File: config.mk
export PLATFORM = sky130hd
export DESIGN_NAME = nvm_host_ctrl
export DESIGN_NICKNAME = d
export VERILOG_FILES = /design/src/rtl/nvm_host_pkg.sv /design/src/rtl/nvm_cycle_timer.sv /design/src/rtl/nvm_rdy_sync.sv /design/src/rtl/nvm_wr_verify.sv /design/src/rtl/nvm_host_ctrl.sv
export SDC_FILE = /design/constraint.sdc
export NUM_CORES = 1
export LEC_CHECK = 0
export BUFFER_PORTS_ARGS = -buffer_cell sky130_fd_sc_hd__buf_2
export CAP_MARGIN = 30
export CELL_PAD_IN_SITES_DETAIL_PLACEMENT = 1
export CELL_PAD_IN_SITES_GLOBAL_PLACEMENT = 1
export CORE_MARGIN = 5
export CORE_UTILIZATION = 41
export CTS_CLUSTER_DIAMETER = 100
export DETAILED_ROUTE_END_ITERATION = 6
export GPL_ROUTABILITY_DRIVEN = 1
export PLACE_DENSITY_LB_ADDON = 0.1
export SLEW_MARGIN = 10
export SYNTH_ARGS = -nofsm -noshare
export SYNTH_HDL_FRONTEND = slang
export SYNTH_SLANG_ARGS = --single-unit
export TNS_END_PERCENT = 1
File: constraint.sdc
create_clock -name clk_i -period 3.3 [get_ports clk_i]
set_input_delay 0.165 -clock clk_i [delete_from_list [all_inputs] [get_ports clk_i]]
set_output_delay 0.165 -clock clk_i [all_outputs]
set_load 0.05 [all_outputs]
File: src/rtl/nvm_host_pkg.sv
package nvm_host_pkg;

  typedef enum logic [2:0] {
    ST_IDLE,
    ST_RD_ACC,
    ST_RD_FLT,
    ST_WR_SET,
    ST_WR_PULSE,
    ST_WR_HOLD,
    ST_VF_WAIT,
    ST_RSP
  } nvm_state_e;

  // ns -> whole cycles, rounded up, never zero
  function automatic int unsigned ns_to_cyc(input int unsigned ns, input int unsigned per);
    int unsigned c;
    c = (ns + per - 1) / per;
    return (c == 0) ? 1 : c;
  endfunction

  function automatic int unsigned max2(input int unsigned a, input int unsigned b);
    return (a > b) ? a : b;
  endfunction

endpackage

File: src/rtl/nvm_cycle_timer.sv
module nvm_cycle_timer #(
  parameter int unsigned W = 8
) (
  input  logic         clk_i,
  input  logic         rst_ni,
  input  logic         load_i,
  input  logic [W-1:0] load_val_i,
  output logic         expired_o
);

  logic [W-1:0] cnt_q;

  // load N -> expired on the Nth cycle of the state being entered
  always_ff @(posedge clk_i or negedge rst_ni) begin
    if (!rst_ni)             cnt_q <= '0;
    else if (load_i)         cnt_q <= load_val_i - 1'b1;
    else if (cnt_q != '0)    cnt_q <= cnt_q - 1'b1;
  end

  assign expired_o = (cnt_q == '0);

  p_load_nonzero_r1: assert property (@(posedge clk_i) disable iff (!rst_ni)
    load_i |-> (load_val_i != '0));

endmodule

File: src/rtl/nvm_rdy_sync.sv
module nvm_rdy_sync #(
  parameter int unsigned STAGES = 2
) (
  input  logic clk_i,
  input  logic rst_ni,
  input  logic rdy_i,
  output logic rdy_o
);

  logic [STAGES-1:0] sh_q;

  generate
    if (STAGES == 1) begin : g_one
      always_ff @(posedge clk_i or negedge rst_ni) begin
        if (!rst_ni) sh_q <= '1;
        else         sh_q <= rdy_i;
      end
    end else begin : g_many
      always_ff @(posedge clk_i or negedge rst_ni) begin
        if (!rst_ni) sh_q <= '1;
        else         sh_q <= {sh_q[STAGES-2:0], rdy_i};
      end
    end
  endgenerate

  assign rdy_o = sh_q[STAGES-1];

endmodule

File: src/rtl/nvm_wr_verify.sv
module nvm_wr_verify #(
  parameter int unsigned TIMEOUT_CYC = 120000,
  localparam int unsigned TO_W = $clog2(TIMEOUT_CYC + 1) + 1
) (
  input  logic clk_i,
  input  logic rst_ni,
  input  logic arm_i,
  input  logic clear_i,
  input  logic rdy_mode_i,
  input  logic rdy_sync_i,
  input  logic poll_sample_i,
  input  logic poll_bit_i,
  input  logic expect_bit_i,
  output logic done_o,
  output logic timeout_o
);

  logic            armed_q;
  logic            poll_ok_q;
  logic [TO_W-1:0] age_q;

  always_ff @(posedge clk_i or negedge rst_ni) begin
    if (!rst_ni) begin
      armed_q   <= 1'b0;
      poll_ok_q <= 1'b0;
      age_q     <= '0;
    end else if (arm_i) begin
      armed_q   <= 1'b1;
      poll_ok_q <= 1'b0;
      age_q     <= '0;
    end else if (clear_i) begin
      armed_q   <= 1'b0;
    end else if (armed_q) begin
      if (age_q < TO_W'(TIMEOUT_CYC)) age_q <= age_q + 1'b1;
      if (poll_sample_i && (poll_bit_i == expect_bit_i)) poll_ok_q <= 1'b1;
    end
  end

  assign done_o    = armed_q && (rdy_mode_i ? rdy_sync_i : poll_ok_q);
  assign timeout_o = armed_q && (age_q >= TO_W'(TIMEOUT_CYC));

  // a poll sample only arrives while a write is being verified
  p_poll_armed_r4: assert property (@(posedge clk_i) disable iff (!rst_ni)
    poll_sample_i |-> (armed_q && !rdy_mode_i));

endmodule

File: src/rtl/nvm_host_ctrl.sv
module nvm_host_ctrl
  import nvm_host_pkg::*;
#(
  parameter int unsigned AW            = 13,
  parameter int unsigned DW            = 8,
  parameter int unsigned CLK_PERIOD_NS = 10,
  parameter int unsigned T_ACC_NS      = 250,
  parameter int unsigned T_CE_NS       = 250,
  parameter int unsigned T_OE_NS       = 100,
  parameter int unsigned T_DF_NS       = 60,
  parameter int unsigned T_WP_NS       = 100,
  parameter int unsigned T_DH_NS       = 10,
  parameter int unsigned BUSY_LAT_CYC  = 4,
  parameter int unsigned SYNC_STAGES   = 2,
  parameter int unsigned TIMEOUT_CYC   = 120000
) (
  input  logic          clk_i,
  input  logic          rst_ni,
  input  logic          req_valid_i,
  output logic          req_ready_o,
  input  logic          req_write_i,
  input  logic [AW-1:0] req_addr_i,
  input  logic [DW-1:0] req_wdata_i,
  input  logic          mode_rdy_i,
  output logic          rsp_valid_o,
  output logic [DW-1:0] rsp_rdata_o,
  output logic          rsp_err_o,
  output logic [AW-1:0] mem_addr_o,
  output logic          mem_ce_no,
  output logic          mem_oe_no,
  output logic          mem_we_no,
  output logic [DW-1:0] mem_dq_o,
  output logic          mem_dq_oe_o,
  input  logic [DW-1:0] mem_dq_i,
  input  logic          mem_rdy_i
);

  localparam int unsigned N_RD  = ns_to_cyc(max2(T_ACC_NS, max2(T_CE_NS, T_OE_NS)), CLK_PERIOD_NS);
  localparam int unsigned N_DF  = ns_to_cyc(T_DF_NS, CLK_PERIOD_NS);
  localparam int unsigned N_WP  = ns_to_cyc(T_WP_NS, CLK_PERIOD_NS);
  localparam int unsigned N_DH  = ns_to_cyc(T_DH_NS, CLK_PERIOD_NS);
  localparam int unsigned N_LAT = (BUSY_LAT_CYC == 0) ? 1 : BUSY_LAT_CYC;
  localparam int unsigned N_MAX = max2(max2(N_RD, N_DF), max2(max2(N_WP, N_DH), N_LAT));
  localparam int unsigned TW    = $clog2(N_MAX + 1) + 1;

  nvm_state_e state_q, state_d;

  logic          tmr_load, tmr_exp;
  logic [TW-1:0] tmr_val;
  logic          take, to_poll, rd_capture, err_set;
  logic          vf_arm, vf_clear, vf_sample, vf_done, vf_timeout;
  logic          rdy_sync;

  logic [AW-1:0] addr_q;
  logic [DW-1:0] wdata_q, rdata_q;
  logic          write_q, mode_q, poll_q, err_q;
  logic          ce_n_q, oe_n_q, we_n_q, dq_oe_q;

  nvm_cycle_timer #(.W(TW)) u_tmr (
    .clk_i      (clk_i),
    .rst_ni     (rst_ni),
    .load_i     (tmr_load),
    .load_val_i (tmr_val),
    .expired_o  (tmr_exp)
  );

  nvm_rdy_sync #(.STAGES(SYNC_STAGES)) u_sync (
    .clk_i  (clk_i),
    .rst_ni (rst_ni),
    .rdy_i  (mem_rdy_i),
    .rdy_o  (rdy_sync)
  );

  nvm_wr_verify #(.TIMEOUT_CYC(TIMEOUT_CYC)) u_vf (
    .clk_i         (clk_i),
    .rst_ni        (rst_ni),
    .arm_i         (vf_arm),
    .clear_i       (vf_clear),
    .rdy_mode_i    (mode_q),
    .rdy_sync_i    (rdy_sync),
    .poll_sample_i (vf_sample),
    .poll_bit_i    (mem_dq_i[DW-1]),
    .expect_bit_i  (wdata_q[DW-1]),
    .done_o        (vf_done),
    .timeout_o     (vf_timeout)
  );

  always_comb begin
    state_d    = state_q;
    tmr_load   = 1'b0;
    tmr_val    = TW'(1);
    take       = 1'b0;
    to_poll    = 1'b0;
    rd_capture = 1'b0;
    err_set    = 1'b0;
    vf_arm     = 1'b0;
    vf_clear   = 1'b0;
    vf_sample  = 1'b0;
    unique case (state_q)
      ST_IDLE: if (req_valid_i) begin
        take     = 1'b1;
        tmr_load = 1'b1;
        if (req_write_i) begin
          state_d = ST_WR_SET;
          tmr_val = TW'(1);
        end else begin
          state_d = ST_RD_ACC;
          tmr_val = TW'(N_RD);
        end
      end
      ST_RD_ACC: if (tmr_exp) begin
        state_d    = ST_RD_FLT;
        tmr_load   = 1'b1;
        tmr_val    = TW'(N_DF);
        vf_sample  = poll_q;
        rd_capture = !poll_q;
      end
      ST_RD_FLT: if (tmr_exp) begin
        if (!poll_q || vf_done) begin
          state_d = ST_RSP;
        end else if (vf_timeout) begin
          state_d = ST_RSP;
          err_set = 1'b1;
        end else begin
          state_d  = ST_RD_ACC;
          tmr_load = 1'b1;
          tmr_val  = TW'(N_RD);
        end
      end
      ST_WR_SET: if (tmr_exp) begin
        state_d  = ST_WR_PULSE;
        tmr_load = 1'b1;
        tmr_val  = TW'(N_WP);
      end
      ST_WR_PULSE: if (tmr_exp) begin
        state_d  = ST_WR_HOLD;
        tmr_load = 1'b1;
        tmr_val  = TW'(N_DH);
      end
      ST_WR_HOLD: if (tmr_exp) begin
        vf_arm   = 1'b1;
        tmr_load = 1'b1;
        if (mode_q) begin
          state_d = ST_VF_WAIT;
          tmr_val = TW'(N_LAT);
        end else begin
          state_d = ST_RD_ACC;
          tmr_val = TW'(N_RD);
          to_poll = 1'b1;
        end
      end
      ST_VF_WAIT: begin
        if (tmr_exp && vf_done) begin
          state_d = ST_RSP;
        end else if (vf_timeout) begin
          state_d = ST_RSP;
          err_set = 1'b1;
        end
      end
      ST_RSP: begin
        state_d  = ST_IDLE;
        vf_clear = 1'b1;
      end
      default: state_d = ST_IDLE;
    endcase
  end

  always_ff @(posedge clk_i or negedge rst_ni) begin
    if (!rst_ni) begin
      state_q <= ST_IDLE;
      addr_q  <= '0;
      wdata_q <= '0;
      rdata_q <= '0;
      write_q <= 1'b0;
      mode_q  <= 1'b0;
      poll_q  <= 1'b0;
      err_q   <= 1'b0;
    end else begin
      state_q <= state_d;
      if (take) begin
        addr_q  <= req_addr_i;
        wdata_q <= req_wdata_i;
        write_q <= req_write_i;
        mode_q  <= mode_rdy_i;
        poll_q  <= 1'b0;
        err_q   <= 1'b0;
      end
      if (to_poll)    poll_q  <= 1'b1;
      if (rd_capture) rdata_q <= mem_dq_i;
      if (err_set)    err_q   <= 1'b1;
    end
  end

  // pins registered from next state: glitch-free strobes aligned with state_q
  always_ff @(posedge clk_i or negedge rst_ni) begin
    if (!rst_ni) begin
      ce_n_q  <= 1'b1;
      oe_n_q  <= 1'b1;
      we_n_q  <= 1'b1;
      dq_oe_q <= 1'b0;
    end else begin
      ce_n_q  <= !(state_d inside {ST_RD_ACC, ST_WR_SET, ST_WR_PULSE, ST_WR_HOLD});
      oe_n_q  <= !(state_d == ST_RD_ACC);
      we_n_q  <= !(state_d == ST_WR_PULSE);
      dq_oe_q <= state_d inside {ST_WR_SET, ST_WR_PULSE, ST_WR_HOLD};
    end
  end

  assign req_ready_o = (state_q == ST_IDLE);
  assign rsp_valid_o = (state_q == ST_RSP);
  assign rsp_rdata_o = write_q ? '0 : rdata_q;
  assign rsp_err_o   = err_q;
  assign mem_addr_o  = addr_q;
  assign mem_dq_o    = wdata_q;
  assign mem_ce_no   = ce_n_q;
  assign mem_oe_no   = oe_n_q;
  assign mem_we_no   = we_n_q;
  assign mem_dq_oe_o = dq_oe_q;

  p_read_ctrl_r1: assert property (@(posedge clk_i) disable iff (!rst_ni)
    !mem_oe_no |-> (mem_we_no && !mem_ce_no));

  p_no_drive_oe_low_r2: assert property (@(posedge clk_i) disable iff (!rst_ni)
    mem_dq_oe_o |-> mem_oe_no);

  p_release_after_read_r2: assert property (@(posedge clk_i) disable iff (!rst_ni)
    $rose(mem_oe_no) |-> !mem_dq_oe_o);

  p_we_ctrl_r3: assert property (@(posedge clk_i) disable iff (!rst_ni)
    !mem_we_no |-> (!mem_ce_no && mem_oe_no && mem_dq_oe_o));

  p_we_stable_r3: assert property (@(posedge clk_i) disable iff (!rst_ni)
    !mem_we_no |-> ($stable(mem_addr_o) && $stable(mem_dq_o)));

  p_data_hold_r3: assert property (@(posedge clk_i) disable iff (!rst_ni)
    $rose(mem_we_no) |-> (mem_dq_oe_o && !mem_ce_no));

  p_idle_no_access_r6: assert property (@(posedge clk_i) disable iff (!rst_ni)
    req_ready_o |-> (mem_ce_no && !mem_dq_oe_o));

  p_rsp_pulse_r8: assert property (@(posedge clk_i) disable iff (!rst_ni)
    rsp_valid_o |=> !rsp_valid_o);

  p_err_on_write_r7: assert property (@(posedge clk_i) disable iff (!rst_ni)
    (rsp_valid_o && rsp_err_o) |-> write_q);

endmodule

Word level (Yosys, flattened, before mapping)
Cells that the tools add are included.
{"block": "op_classes", "n_eq_ne": 13, "n_reduce_logical": 24, "order_cmp": 2, "n_addsub": 3, "n_mux": 61}
{"op": "18-bit 2-to-1 mux", "n": 4}
{"op": "3-bit 2-to-1 mux", "n": 12}
{"op": "5-bit 2-to-1 mux", "n": 7}
{"op": "1-bit 2-to-1 mux", "n": 29}
{"op": "5-bit case mux with 5 select lines", "n": 1}
{"op": "3-bit case mux with 8 select lines", "n": 1}
{"op": "18-bit by 1-bit adder with 18-bit output (second input constant)", "n": 1}
{"op": "3-bit equality test (second input constant)", "n": 6}
{"op": "18-bit by 17-bit greater-or-equal comparator with 1-bit output (second input constant)", "n": 1}
{"op": "18-bit by 17-bit less-than comparator with 1-bit output (second input constant)", "n": 1}
{"op": "2-bit nonzero test", "n": 7}
{"op": "6-bit 2-to-1 mux", "n": 2}
{"op": "3-bit by 2-bit equality test with 1-bit output (second input constant)", "n": 3}
{"op": "8-bit 2-to-1 mux", "n": 1}
{"op": "3-bit by 1-bit equality test with 1-bit output (second input constant)", "n": 2}
{"op": "6-bit zero test", "n": 1}
{"op": "3-bit AND reduction", "n": 2}
{"op": "6-bit nonzero test", "n": 1}
{"op": "5-bit by 1-bit subtractor with 6-bit output (second input constant)", "n": 1}
{"op": "6-bit by 1-bit subtractor with 6-bit output (second input constant)", "n": 1}
{"op": "1-bit logical AND", "n": 4}
{"op": "1-bit zero test", "n": 4}
{"op": "4-bit 2-to-1 mux", "n": 1}
{"op": "4-bit nonzero test", "n": 1}
{"op": "9 further kinds", "n": 9}
{"block": "word_totals", "regBits": 68, "out_inout_bits": 36, "word_cells": 120, "in_bits": 35}

Longest topological paths before layout
{"block": "logic_depth", "word_depth": 9, "mapped_depth": 10, "depth_no_buf": 10}

Modules after synthesis
From an unflattened synthesis, not the netlist that was laid out.
{"block": "hier_totals", "hier_cells": 355, "hier_area_um2": 3348.2}
{"mod": "nvm_host_ctrl", "instances": 1, "seq_area_each_um2": 1004.7, "cells_each": 201, "area_per_inst_um2": 1863.0}
{"mod": "nvm_wr_verify", "instances": 1, "seq_area_each_um2": 500.5, "cells_each": 113, "area_per_inst_um2": 1061.0}
{"mod": "nvm_cycle_timer", "instances": 1, "seq_area_each_um2": 150.1, "cells_each": 39, "area_per_inst_um2": 371.6}
{"mod": "nvm_rdy_sync", "instances": 1, "seq_area_each_um2": 52.6, "cells_each": 2, "area_per_inst_um2": 52.6}

Worst setup path before layout
No wires, ideal clock.
{"block": "synth_path", "kind": "register to register", "startpoint": "reg state_q[0]", "endpoint": "reg u_tmr.cnt_q[4]", "path_stages_with_launch": 8, "arrival_ns": 2.797, "slack_ns": 0.368, "setup_time_ns": 0.135, "n_path_buf": 1, "path_cell_list": "dfrtp_1 > clkbuf_1 > nor3_1 > nand2_1 > a2bb2oi_1 > nor3b_1 > xnor2_1 > o21ai_0"}
{"block": "synth_between", "elab_chain_len": 4, "word_cells_on_any_way": 12}
{"element": "from (decl)", "line": "nvm_host_ctrl.sv:46", "text": "nvm_state_e state_q, state_d;"}
{"element": "from (signal assigned)", "line": "nvm_host_ctrl.sv:179", "text": "state_q <= state_d;"}
{"element": "3-bit zero test *"}
{"element": "via req_ready_o", "line": "nvm_host_ctrl.sv:20", "text": "output logic req_ready_o,"}
{"element": "5-bit case mux with 5 select lines", "line": "nvm_host_ctrl.sv:99", "text": "unique case (state_q)"}
{"element": "5-bit by 1-bit subtractor with 6-bit output", "line": "nvm_cycle_timer.sv:16", "text": "else if (load_i) cnt_q <= load_val_i - 1'b1;"}
{"element": "6-bit 2-to-1 mux", "line": "nvm_cycle_timer.sv:16"}
{"element": "to (signal assigned)", "line": "nvm_cycle_timer.sv:16"}
{"element": "to (signal assigned)", "line": "nvm_cycle_timer.sv:17", "text": "else if (cnt_q != '0) cnt_q <= cnt_q - 1'b1;"}
{"element": "to (decl)", "line": "nvm_cycle_timer.sv:11", "text": "logic [W-1:0] cnt_q;"}
The timed path passes the listed nets; every way through them passes the cells marked *.
A chain may end at the register's enable or synchronous reset.

Worst setup path in the final report
{"block": "layout_path", "startpoint": "reg u_tmr.cnt_q[1]", "endpoint": "reg u_tmr.cnt_q[4]"}
{"block": "layout_between", "elab_chain_len": 5, "word_cells_on_any_way": 15}
{"element": "6-bit zero test", "line": "nvm_cycle_timer.sv:20", "text": "assign expired_o = (cnt_q == '0);"}
{"element": "5-bit 2-to-1 mux, or another cell as far along", "line": "nvm_host_ctrl.sv:140", "text": "ST_WR_HOLD: if (tmr_exp) begin"}
{"element": "5-bit case mux with 5 select lines", "line": "nvm_host_ctrl.sv:99"}
{"element": "5-bit by 1-bit subtractor with 6-bit output", "line": "nvm_cycle_timer.sv:16"}
{"element": "6-bit 2-to-1 mux", "line": "nvm_cycle_timer.sv:16"}
Parallel ways exist; a longest one is shown, timed or not. The select of a mux whose other input is x is not followed.

==> flow_summary.toml <==
[clocking]
clk_path_buf_depth = 2
clkSlewWorstSetupHoldPaths_ps = 80
htreeDepth = 3
post_cts_buffers = 0
cts_tree = "built"
cts.root.buffer_cell = "clkbuf_8"
worst_skew_pair.late_latency_ps = 340
cts_sinks = 68
cts_resized = 0
hold_buffers = 2
cts_buffers = 9

[finish]
syn2layout_area_growth_pct = 23.4
final_nets = 461
fin_cells = 530
drive_gt1_share_pct = 25.5
antennaDiodeCount = 0
utilization_pct = 51.5

[placed_design]
dp_cells = 510
port_buffers = 70
dp_hpwl_um = 5750
place.gp.congestion = 0.867

[drt]
dr.pass1.iters = 5
wl_per_cell_um = 15.4
routed_wl_um = 8180
drt-vias-per-instance = 5.12
via_count = 2711
antenna_left = 0
drc = 0
drt-initial-drc-count = 98

[logic_synthesis]
synth_edf_count = 0
yosys-top-cells-area = "dfrtp_1, nand2_1, dfstp_2"
synth_area_leader_cell = "dfrtp_1"
synth_top_area_share_pct = 49.2
syn_inst = 345
synthTopCellsByCount = "nand2_1, dfrtp_1, nor2_1"
synth_most_common_cell = "nand2_1"
syn_area_um2 = 3210
ys_seq_area_share_pct = 53.3
synth_cell_types = 48
syn_nets = 383
ys_warn_count = 0
yosys_register_bits = 68
syn_avg_cell_area_um2 = 9.30
async_reset_ff_share_pct = 100
synth_ff_type = "dfrtp_1"

[die]
core-area_um2 = 7690
fp.dieW_um = 98.4
rows = 32
die_h_um = 98.4
die_area_um2 = 9690
initial_core_util_pct = 41.7
ios = 71

[global_routing]
grt_pass1_wl_um = 14000
grt_overflow = 0
grt_pass1_vias = 2889
grt_max_degree = 51
grt_use_total_pct = 17.8
antenna_found_initial = 0

[run]
max-cap-violations = 0

[setup_path]
cp-end-kind = "flop"
crit_arrival_ps = 3070
worstSetupStartpoint = "u_tmr.cnt_q[1]$_DFFE_PN0P_"
r2r-start = "u_tmr.cnt_q[1]$_DFFE_PN0P_"
critPathKind = "flop to flop"
required_ps = 3510
path_max_fanout = 5
start_kind = "flop"

[run_status]
outcome = "complete, no violations"

[timing]
report.final.slew_viol_count = 0
tightest_slew_ps = 754
timing.final.hold_violations = 0
min_period_over_period_pct = 86.6
rsz0062_at_grt = "no"
setup_tns_ps = 0
setup_viol = 0
finalCriticalPeriod_ps = 2860
timing.fmax_ghz = 0.350
skew_ps = 10.2
max_slew_margin_pct = 49.3

[power_and_ir_drop]
pwr_density_cell_nw_per_um2 = 953
power_leakage_nw = 1.89
ir_worst_vdd_mv = 0.421

[min_path]
min_path_type = "input port to flop"
hold_start = "req_wdata_i[1]"
-- stage by stage --
stage / worst slack [ps] / hold slack, ps / power (W) / cell area, µm²
finish: 441 / 15.9 / 0.00377 / 3960
global placement: 638 / 131 / 0.00292 / 3680
global route: 348 / 3.95 / 0.00399 / 3960
detailed placement: 510 / 134 / 0.00295 / 3680
CTS: 447 / 2.25 / 0.00381 / 3940
floorplan: 368 / -131 / 0.00253 / 3210
-- sequential cells by signal (all words and copies together) (netlist names), 2 cells and up --
name	flops
mem_addr_o	13
state_q	3
u_sync.sh_q	2
u_vf.age_q	18
rdata_q	8
u_tmr.cnt_q	6
mem_dq_o	8
-- layout make-up --
class	instances	area [µm²]
clock buffer	10	128
timing repair buffer	79	428
inverter	11	41.3
fill	924	3730
tap	102	128
multi-input combinational	254	1410
clock inverter	6	111
sequential	68	1710
-- layer usage --
layer,global-route usage (%),vias up,share of wire (%)
met2,30.1,61,52
met4,5.04,0,0.83
met3,4.39,6,4.1
met5,0,-,0
li1,-,1313,-
met1,22.8,1331,43
-- power by group --
part | switching (W) | internal [W] | leakage, nW | total, W
Combinational | 0.00117 | 0.000469 | 0.913 | 0.00164
Clock | 0.000327 | 0.000504 | 0.117 | 0.000831
Sequential | 0.000203 | 0.00110 | 0.856 | 0.00130
-- worst paths after layout --
kind,endpoint,slack [ps],cells after the start
worst max-delay path,u_tmr.cnt_q[4]$_DFFE_PN0P_,440,10
worst max register to register,u_tmr.cnt_q[4]$_DFFE_PN0P_,440,10
worst min register to register,u_sync.sh_q[1]$_DFF_PN1_,360,0
max in group asynchronous,u_vf.age_q[10]$_DFFE_PN0P_,2020,3
worst min-delay path,mem_dq_o[1]$_DFFE_PN0P_,20,3
min in group asynchronous,mem_dq_o[6]$_DFFE_PN0P_,300,2
-- kinds of logic (layout without fill, tap and decap cells) --
logic type      Yosys count  after routing  synth area share (%)
compound gates           56             56                  10.9
xor+xnor                 12             12                  3.28
fa+ha+maj                 3              3                  1.17
buf+inv                  23            106                  2.85
flops                    68             68                  53.3
mux                      10             10                  3.43
simple gates            173            173                  25.1
-- critical path: stages, from the launching register on --
cell and delay [ps]:
dfrtp_1 410, nor4_1 690, nand3_1 140, a211oi_1 380, nand2_1 190, a32o_1 300, ha_1 230, inv_1 90
nor3b_1 70, xnor2_1 150, o21ai_0 90
-- placed cells by master, fill, tap and decap left out, types with 5 or more instances in the layout --
| master | Yosys | routed |
|---|---|---|
| nand3_1 | 5 | 5 |
| clkbuf_8 | 0 | 9 |
| nor2b_1 | 11 | 11 |
| a21oi_1 | 13 | 13 |
| nand2_1 | 84 | 84 |
| or3_1 | 8 | 8 |
| buf_2 | 1 | 70 |
| inv_1 | 11 | 11 |
| buf_4 | 1 | 5 |
| mux2_2 | 8 | 8 |
| nor2_1 | 33 | 33 |
| xnor2_1 | 11 | 11 |
| o21ai_0 | 18 | 18 |
| dfrtp_1 | 63 | 63 |
| dfstp_2 | 5 | 5 |
| nor3_1 | 8 | 8 |
(Power assumes the default switching activity.)
